### config.mk
export PLATFORM = sky130hd
export DESIGN_NAME = irqfwd_ctrl
export DESIGN_NICKNAME = d
export VERILOG_FILES = /design/src/rtl/irqfwd_pkg.sv /design/src/rtl/irqfwd_regs.sv /design/src/rtl/irqfwd_line_cond.sv /design/src/rtl/irqfwd_rdmux.sv /design/src/rtl/irqfwd_ctrl.sv
export SDC_FILE = /design/constraint.sdc
export NUM_CORES = 1
export LEC_CHECK = 0
export BUFFER_PORTS_ARGS = -buffer_cell sky130_fd_sc_hd__buf_2
export CORE_MARGIN = 3
export CORE_UTILIZATION = 57
export CTS_CLUSTER_DIAMETER = 100
export DETAILED_ROUTE_END_ITERATION = 10
export PLACE_DENSITY = 0.86
export SLEW_MARGIN = 20
export SYNTH_ARGS = -nofsm -noshare
export SYNTH_HDL_FRONTEND = slang
export SYNTH_SLANG_ARGS = --single-unit
### constraint.sdc
create_clock -name clk -period 1.5 [get_ports clk]
set_input_delay 0.075 -clock clk [delete_from_list [all_inputs] [get_ports clk]]
set_output_delay 0.075 -clock clk [all_outputs]
set_load 0.01 [all_outputs]
### src/rtl/irqfwd_pkg.sv
package irqfwd_pkg;

  localparam int REG_W     = 16;
  localparam int MAX_LINES = 64;
  localparam int WADDR_W   = 4;

  typedef enum logic [1:0] {
    GRP_MASK = 2'd0,
    GRP_POL  = 2'd1,
    GRP_STAT = 2'd2,
    GRP_NONE = 2'd3
  } grp_e;

  function automatic grp_e addr_group(input logic [WADDR_W-1:0] a);
    return grp_e'(a[3:2]);
  endfunction

  function automatic logic [1:0] addr_bank(input logic [WADDR_W-1:0] a);
    return a[1:0];
  endfunction

  function automatic logic [REG_W-1:0] bank_word(input logic [MAX_LINES-1:0] v,
                                                 input logic [1:0] b);
    return v[b*REG_W +: REG_W];
  endfunction

endpackage

### src/rtl/irqfwd_regs.sv
module irqfwd_regs
  import irqfwd_pkg::*;
#(
  parameter int NUM_LINES = 40
) (
  input  logic                 clk,
  input  logic                 rst_n,
  input  logic [WADDR_W-1:0]   bus_addr,
  input  logic                 bus_we,
  input  logic [REG_W-1:0]     bus_wdata,
  output logic [NUM_LINES-1:0] mask_q,
  output logic [NUM_LINES-1:0] pol_q,
  output logic [NUM_LINES-1:0] clr_pulse
);

  grp_e       grp;
  logic [1:0] bank;

  assign grp  = addr_group(bus_addr);
  assign bank = addr_bank(bus_addr);

  for (genvar n = 0; n < NUM_LINES; n++) begin : g_line
    localparam int BANK = n / REG_W;
    localparam int BIT  = n % REG_W;
    logic hit;

    assign hit = bus_we && (bank == 2'(BANK));

    always_ff @(posedge clk) begin
      if (!rst_n) begin
        mask_q[n] <= 1'b1;
        pol_q[n]  <= 1'b0;
      end else begin
        if (hit && grp == GRP_MASK) mask_q[n] <= bus_wdata[BIT];
        if (hit && grp == GRP_POL)  pol_q[n]  <= bus_wdata[BIT];
      end
    end

    assign clr_pulse[n] = hit && (grp == GRP_STAT) && bus_wdata[BIT];
  end

endmodule

### src/rtl/irqfwd_line_cond.sv
module irqfwd_line_cond #(
  parameter int NUM_LINES = 40,
  parameter bit LATCHING  = 1'b1
) (
  input  logic                 clk,
  input  logic                 rst_n,
  input  logic [NUM_LINES-1:0] src,
  input  logic [NUM_LINES-1:0] mask,
  input  logic [NUM_LINES-1:0] pol,
  input  logic [NUM_LINES-1:0] clr,
  output logic [NUM_LINES-1:0] irq_out,
  output logic [NUM_LINES-1:0] stat_view,
  output logic [NUM_LINES-1:0] cond,
  output logic [NUM_LINES-1:0] set_evt
);

  assign cond = src ^ pol;

  if (LATCHING) begin : g_latch
    logic [NUM_LINES-1:0] prev_q;
    logic [NUM_LINES-1:0] stat_q;

    assign set_evt = cond & ~prev_q;

    always_ff @(posedge clk) begin
      if (!rst_n) begin
        prev_q <= '0;
        stat_q <= '0;
      end else begin
        prev_q <= cond;
        stat_q <= (stat_q & ~clr) | set_evt;
      end
    end

    assign irq_out   = stat_q & ~mask;
    assign stat_view = stat_q;
  end else begin : g_pass
    logic [NUM_LINES-1:0] out_q;
    logic                 unused_clr;

    always_ff @(posedge clk) begin
      if (!rst_n) out_q <= '0;
      else        out_q <= cond & ~mask;
    end

    assign unused_clr = ^clr;
    assign set_evt    = '0;
    assign irq_out    = out_q;
    assign stat_view  = cond;
  end

endmodule

### src/rtl/irqfwd_rdmux.sv
module irqfwd_rdmux
  import irqfwd_pkg::*;
#(
  parameter int NUM_LINES = 40
) (
  input  logic [WADDR_W-1:0]   bus_addr,
  input  logic [NUM_LINES-1:0] mask,
  input  logic [NUM_LINES-1:0] pol,
  input  logic [NUM_LINES-1:0] stat_view,
  output logic [REG_W-1:0]     bus_rdata
);

  logic [MAX_LINES-1:0] mask64, pol64, stat64;

  always_comb begin
    mask64 = '0;
    pol64  = '0;
    stat64 = '0;
    mask64[NUM_LINES-1:0] = mask;
    pol64[NUM_LINES-1:0]  = pol;
    stat64[NUM_LINES-1:0] = stat_view;
    unique case (addr_group(bus_addr))
      GRP_MASK: bus_rdata = bank_word(mask64, addr_bank(bus_addr));
      GRP_POL:  bus_rdata = bank_word(pol64,  addr_bank(bus_addr));
      GRP_STAT: bus_rdata = bank_word(stat64, addr_bank(bus_addr));
      default:  bus_rdata = '0;
    endcase
  end

endmodule

### src/rtl/irqfwd_ctrl.sv
module irqfwd_ctrl
  import irqfwd_pkg::*;
#(
  parameter int NUM_LINES = 40,
  parameter bit LATCHING  = 1'b1
) (
  input  logic                 clk,
  input  logic                 rst_n,
  input  logic [NUM_LINES-1:0] irq_src,
  input  logic [3:0]           bus_addr,
  input  logic                 bus_we,
  input  logic [15:0]          bus_wdata,
  output logic [15:0]          bus_rdata,
  output logic [NUM_LINES-1:0] irq_fwd
);

  // Named internal events, also used by the bound checker.
  logic [NUM_LINES-1:0] mask_w, pol_w, clr_w, cond_w, set_w, stat_w;

  irqfwd_regs #(.NUM_LINES(NUM_LINES)) u_regs (
    .clk       (clk),
    .rst_n     (rst_n),
    .bus_addr  (bus_addr),
    .bus_we    (bus_we),
    .bus_wdata (bus_wdata),
    .mask_q    (mask_w),
    .pol_q     (pol_w),
    .clr_pulse (clr_w)
  );

  irqfwd_line_cond #(.NUM_LINES(NUM_LINES), .LATCHING(LATCHING)) u_cond (
    .clk       (clk),
    .rst_n     (rst_n),
    .src       (irq_src),
    .mask      (mask_w),
    .pol       (pol_w),
    .clr       (clr_w),
    .irq_out   (irq_fwd),
    .stat_view (stat_w),
    .cond      (cond_w),
    .set_evt   (set_w)
  );

  irqfwd_rdmux #(.NUM_LINES(NUM_LINES)) u_rdmux (
    .bus_addr  (bus_addr),
    .mask      (mask_w),
    .pol       (pol_w),
    .stat_view (stat_w),
    .bus_rdata (bus_rdata)
  );

endmodule

==> key figures <==
Status
  • Outcome: finished with violations
  • Failing checks: negative setup slack

Yosys
  • Post-synth EDFFs: 0
  • Synth Register Bits: 160
  • Most frequent cells after synthesis: nand2_1 (200), dfxtp_1 (160), inv_1 (42), nor2b_1 (42)
  • Post-synth top area cell: dfxtp_1
  • Synthesized area: 0.00748 mm^2
  • Yosys top cell area share: 0.428
  • Dominant cells by area after synthesis: dfxtp_1 (43%), nand2_1 (10%), a32o_1 (5.3%), xor2_1 (4.7%), nor2b_1 (3.5%)
  • Cell variety after synth: 45
  • Yosys warning count: 0
  • Post-synth ARST share: 0
  • Syn Nets: 931
  • Post-Synthesis Cells: 864
  • Sequential-to-total area share from yosys stat: 0.428
  • Top FF cell, synth: dfxtp_1
  • Average cell area after synthesis: 8.66 um^2
  • Top-count cell post-synth: nand2_1

Final layout
  • N_diodes: 0
  • Final nets: 1,114
  • Share of cells above drive strength 1: 0.336
  • Area of the multi-input gates: 0.00405 mm^2
  • Syn-to-layout area delta: 35.9%
  • Register area: 0.00330 mm^2
  • Post-layout util: 0.799
  • Fill count: 706

STA
  • Clk_skew: 11.1 ps
  • Achievable Freq: 0.611 GHz
  • WHS: 17.1 ps
  • Setup violators final: 9
  • RSZ-0062 raised after global routing: true
  • Tcrit/Tclk final: 1.09
  • Worst setup margin: -136 ps
  • Max-slew violation count: 0
  • Period minus WS final: 1640 ps
  • Final Hold Viols: 0
  • Tightest Pin Transition: 388 ps
  • Max-slew headroom: 0.741

Power
  • Overall Power: 0.0108 W
  • Power per cell area: 1060 mW/mm^2
  • VDD IR max: 0.000799 V
  • P_leak: 4.34 nW

Placement
  • Placer congestion estimate: 0.947
  • DP HPWL: 15,100 um
  • Setup WS pre-CTS: -310 ps
  • IO Port Bufs: 118

GRT
  • First-pass GRT wire length: 37,600 um
  • M2 GR Usage: 0.514
  • GR Overflow Total: 0
  • GRT Total Usage: 0.327
  • Vias in the first global route: 7,123
  • Met3 Use GR: 0.0711
  • Largest net degree at the start of global routing: 51
  • GR Util met1: 0.433
  • Antenna violations before repair: 0
  • Gr busiest metal: met2

Worst setup path
  • Setup crit end kind: output pin
  • Worst R2R End: u_cond.stat_view[32]
  • CP max-delay cell: a221o_1
  • Worst reg2reg setup slack: 340 ps
  • Arr. time, crit path: 1560 ps
  • R2R depth: 4
  • Worst stage delay on the critical path: 360 ps
  • Req. time, crit path: 1420 ps
  • Startpoint types: flip-flop
  • WS Path Type: reg -> out
  • Crit path capture: bus_rdata[0]
  • Worst path cell trace: a221o_1 > a41o_1 > buf_2
  • Crit. Startpoint: u_regs.pol_q[0]
  • Worst-path maximum fanout: 3
  • Worst r2r src: u_regs.pol_q[32]

Die
  • Die area: 0.0145 mm^2
  • # IOs: 119
  • Core area: 0.0127 mm^2
  • Initial core utilization: 0.588
  • Width of the die: 121 um
  • Core Rows: 41
  • Die Y: 121 um

Detailed routing
  • Vias: 7,802
  • Wire per inst: 21.9 um
  • ANT nets after route: 0
  • Via/cell ratio: 6.33
  • Residual DRC: 0
  • 1st-iter DRT viols: 1,203
  • Final WL: 27,000 um
  • DRT Pass-1 Iters: 7

Clocking
  • Reg clk slew, reported paths: 60 ps
  • Clk buf depth: 2
  • CTS H-Tree Depth: 4
  • Worst-Skew Late Latency: 440 ps
  • # clock sinks: 160
  • CTS Root Cell: clkbuf_16
  • Total CTS buffers: 17
  • CTS tree: built

Job
  • Max cap viols: 0

Hold path
  • Hold Crit Class: in -> reg
==> cells by family after synthesis <==
| kind of cell | Yosys count | synth area share |
|---|---|---|
| adder cells (fa/ha/maj) | 4 | 0.00669 |
| AO/OA/AOI/OAI | 178 | 0.193 |
| buffers and inverters | 118 | 0.0781 |
| AND/OR/NAND/NOR | 355 | 0.234 |
| flip-flops | 160 | 0.428 |
| multiplexers | 9 | 0.0135 |
| XOR/XNOR | 40 | 0.0468 |
==> worst max-delay path, delay by kind of cell, from the launching register on <==
family,cells,cell delay (ps)
AOI/OAI and AO/OA,2,620
buffers and inverters,1,150
DFF,1,350
==> sequential cells by signal, indices dropped and copies added, names as in the netlist <==
| name | cells |
|---|---|
| u_cond.stat_view | 40 |
| u_cond.g_latch.prev_q | 40 |
| u_regs.pol_q | 40 |
| u_regs.mask_q | 40 |
==> routing by layer <==
| metal | wire, um | vias to the layer above |
|---|---|---|
| li1 | - | 3326 |
| met1 | 10100 | 3624 |
| met2 | 12100 | 669 |
| met3 | 3140 | 183 |
| met4 | 1630 | 0 |
| met5 | 0 | - |
==> worst min-delay path by stage <==
| stage | cells after the start | endpoint | slack, ps | startpoint |
|---|---|---|---|---|
| finish | 3 | u_cond.g_latch.prev_q[17] | 20 | irq_src[17] |
| global placement | 3 | u_regs.mask_q[31] | 380 | bus_wdata[15] |
| global route | 3 | u_cond.g_latch.prev_q[17] | 7 | irq_src[17] |
| detailed placement | 3 | u_regs.pol_q[15] | 390 | bus_wdata[15] |
| floorplan | 2 | u_regs.mask_q[12] | 200 | bus_wdata[12] |
| CTS | 3 | u_cond.g_latch.prev_q[17] | 0.7 | irq_src[17] |
==> power breakdown <==
| part | internal [W] | switching [W] | leakage, nW | total, W |
|---|---|---|---|---|
| combinational | 0.000719 | 0.000777 | 2.72 | 0.00150 |
| sequential | 0.00448 | 0.000195 | 1.33 | 0.00467 |
| clock | 0.00278 | 0.00180 | 0.288 | 0.00458 |
| total | 0.00798 | 0.00277 | 4.34 | 0.0108 |
==> placed cells by master (no fill, tap or decap), types with 12 or more instances in the layout <==
master	count
a21boi_0	19
and2_1	40
dfxtp_2	61
a32o_1	40
buf_12	12
dlygate4sd3_1	45
xor2_1	40
nor2b_1	42
buf_4	58
inv_1	40
dfxtp_1	94
nand3_1	40
a21boi_1	21
nand2_1	200
buf_2	115
clkbuf_16	19
==> through the flow <==
step,setup TNS (ps),cells,area (um^2)
2_1_floorplan,0,864,7480
3_3_place_gp,-6440,1126,8350
3_5_place_dp,-8810,1126,8350
4_1_cts,-613,1220,9820
5_1_grt,-1220,1232,10200
6_report,-735,1232,10200
==> final cells by class <==
cell class / instances / share of cell area
Inverter: 43 / 0.0165
Multi-Input combinational cell: 587 / 0.398
Sequential cell: 160 / 0.324
Clock inverter: 14 / 0.0187
Clock buffer: 18 / 0.0422
Timing Repair Buffer: 238 / 0.179
Tap cell: 172 / 0.0212
==> repair_timing <==
action / CTS / global route
hold endpoints to repair: 69 / 0
setup endpoints to repair: 16 / 16
buffers inserted: 18 / 9
gates resized for setup: 93 / 67
cloned: 0 / 3
hold buffers: 45 / 0
pin swaps: 17 / 29
No activity file was read; power rests on OpenSTA's default activity.
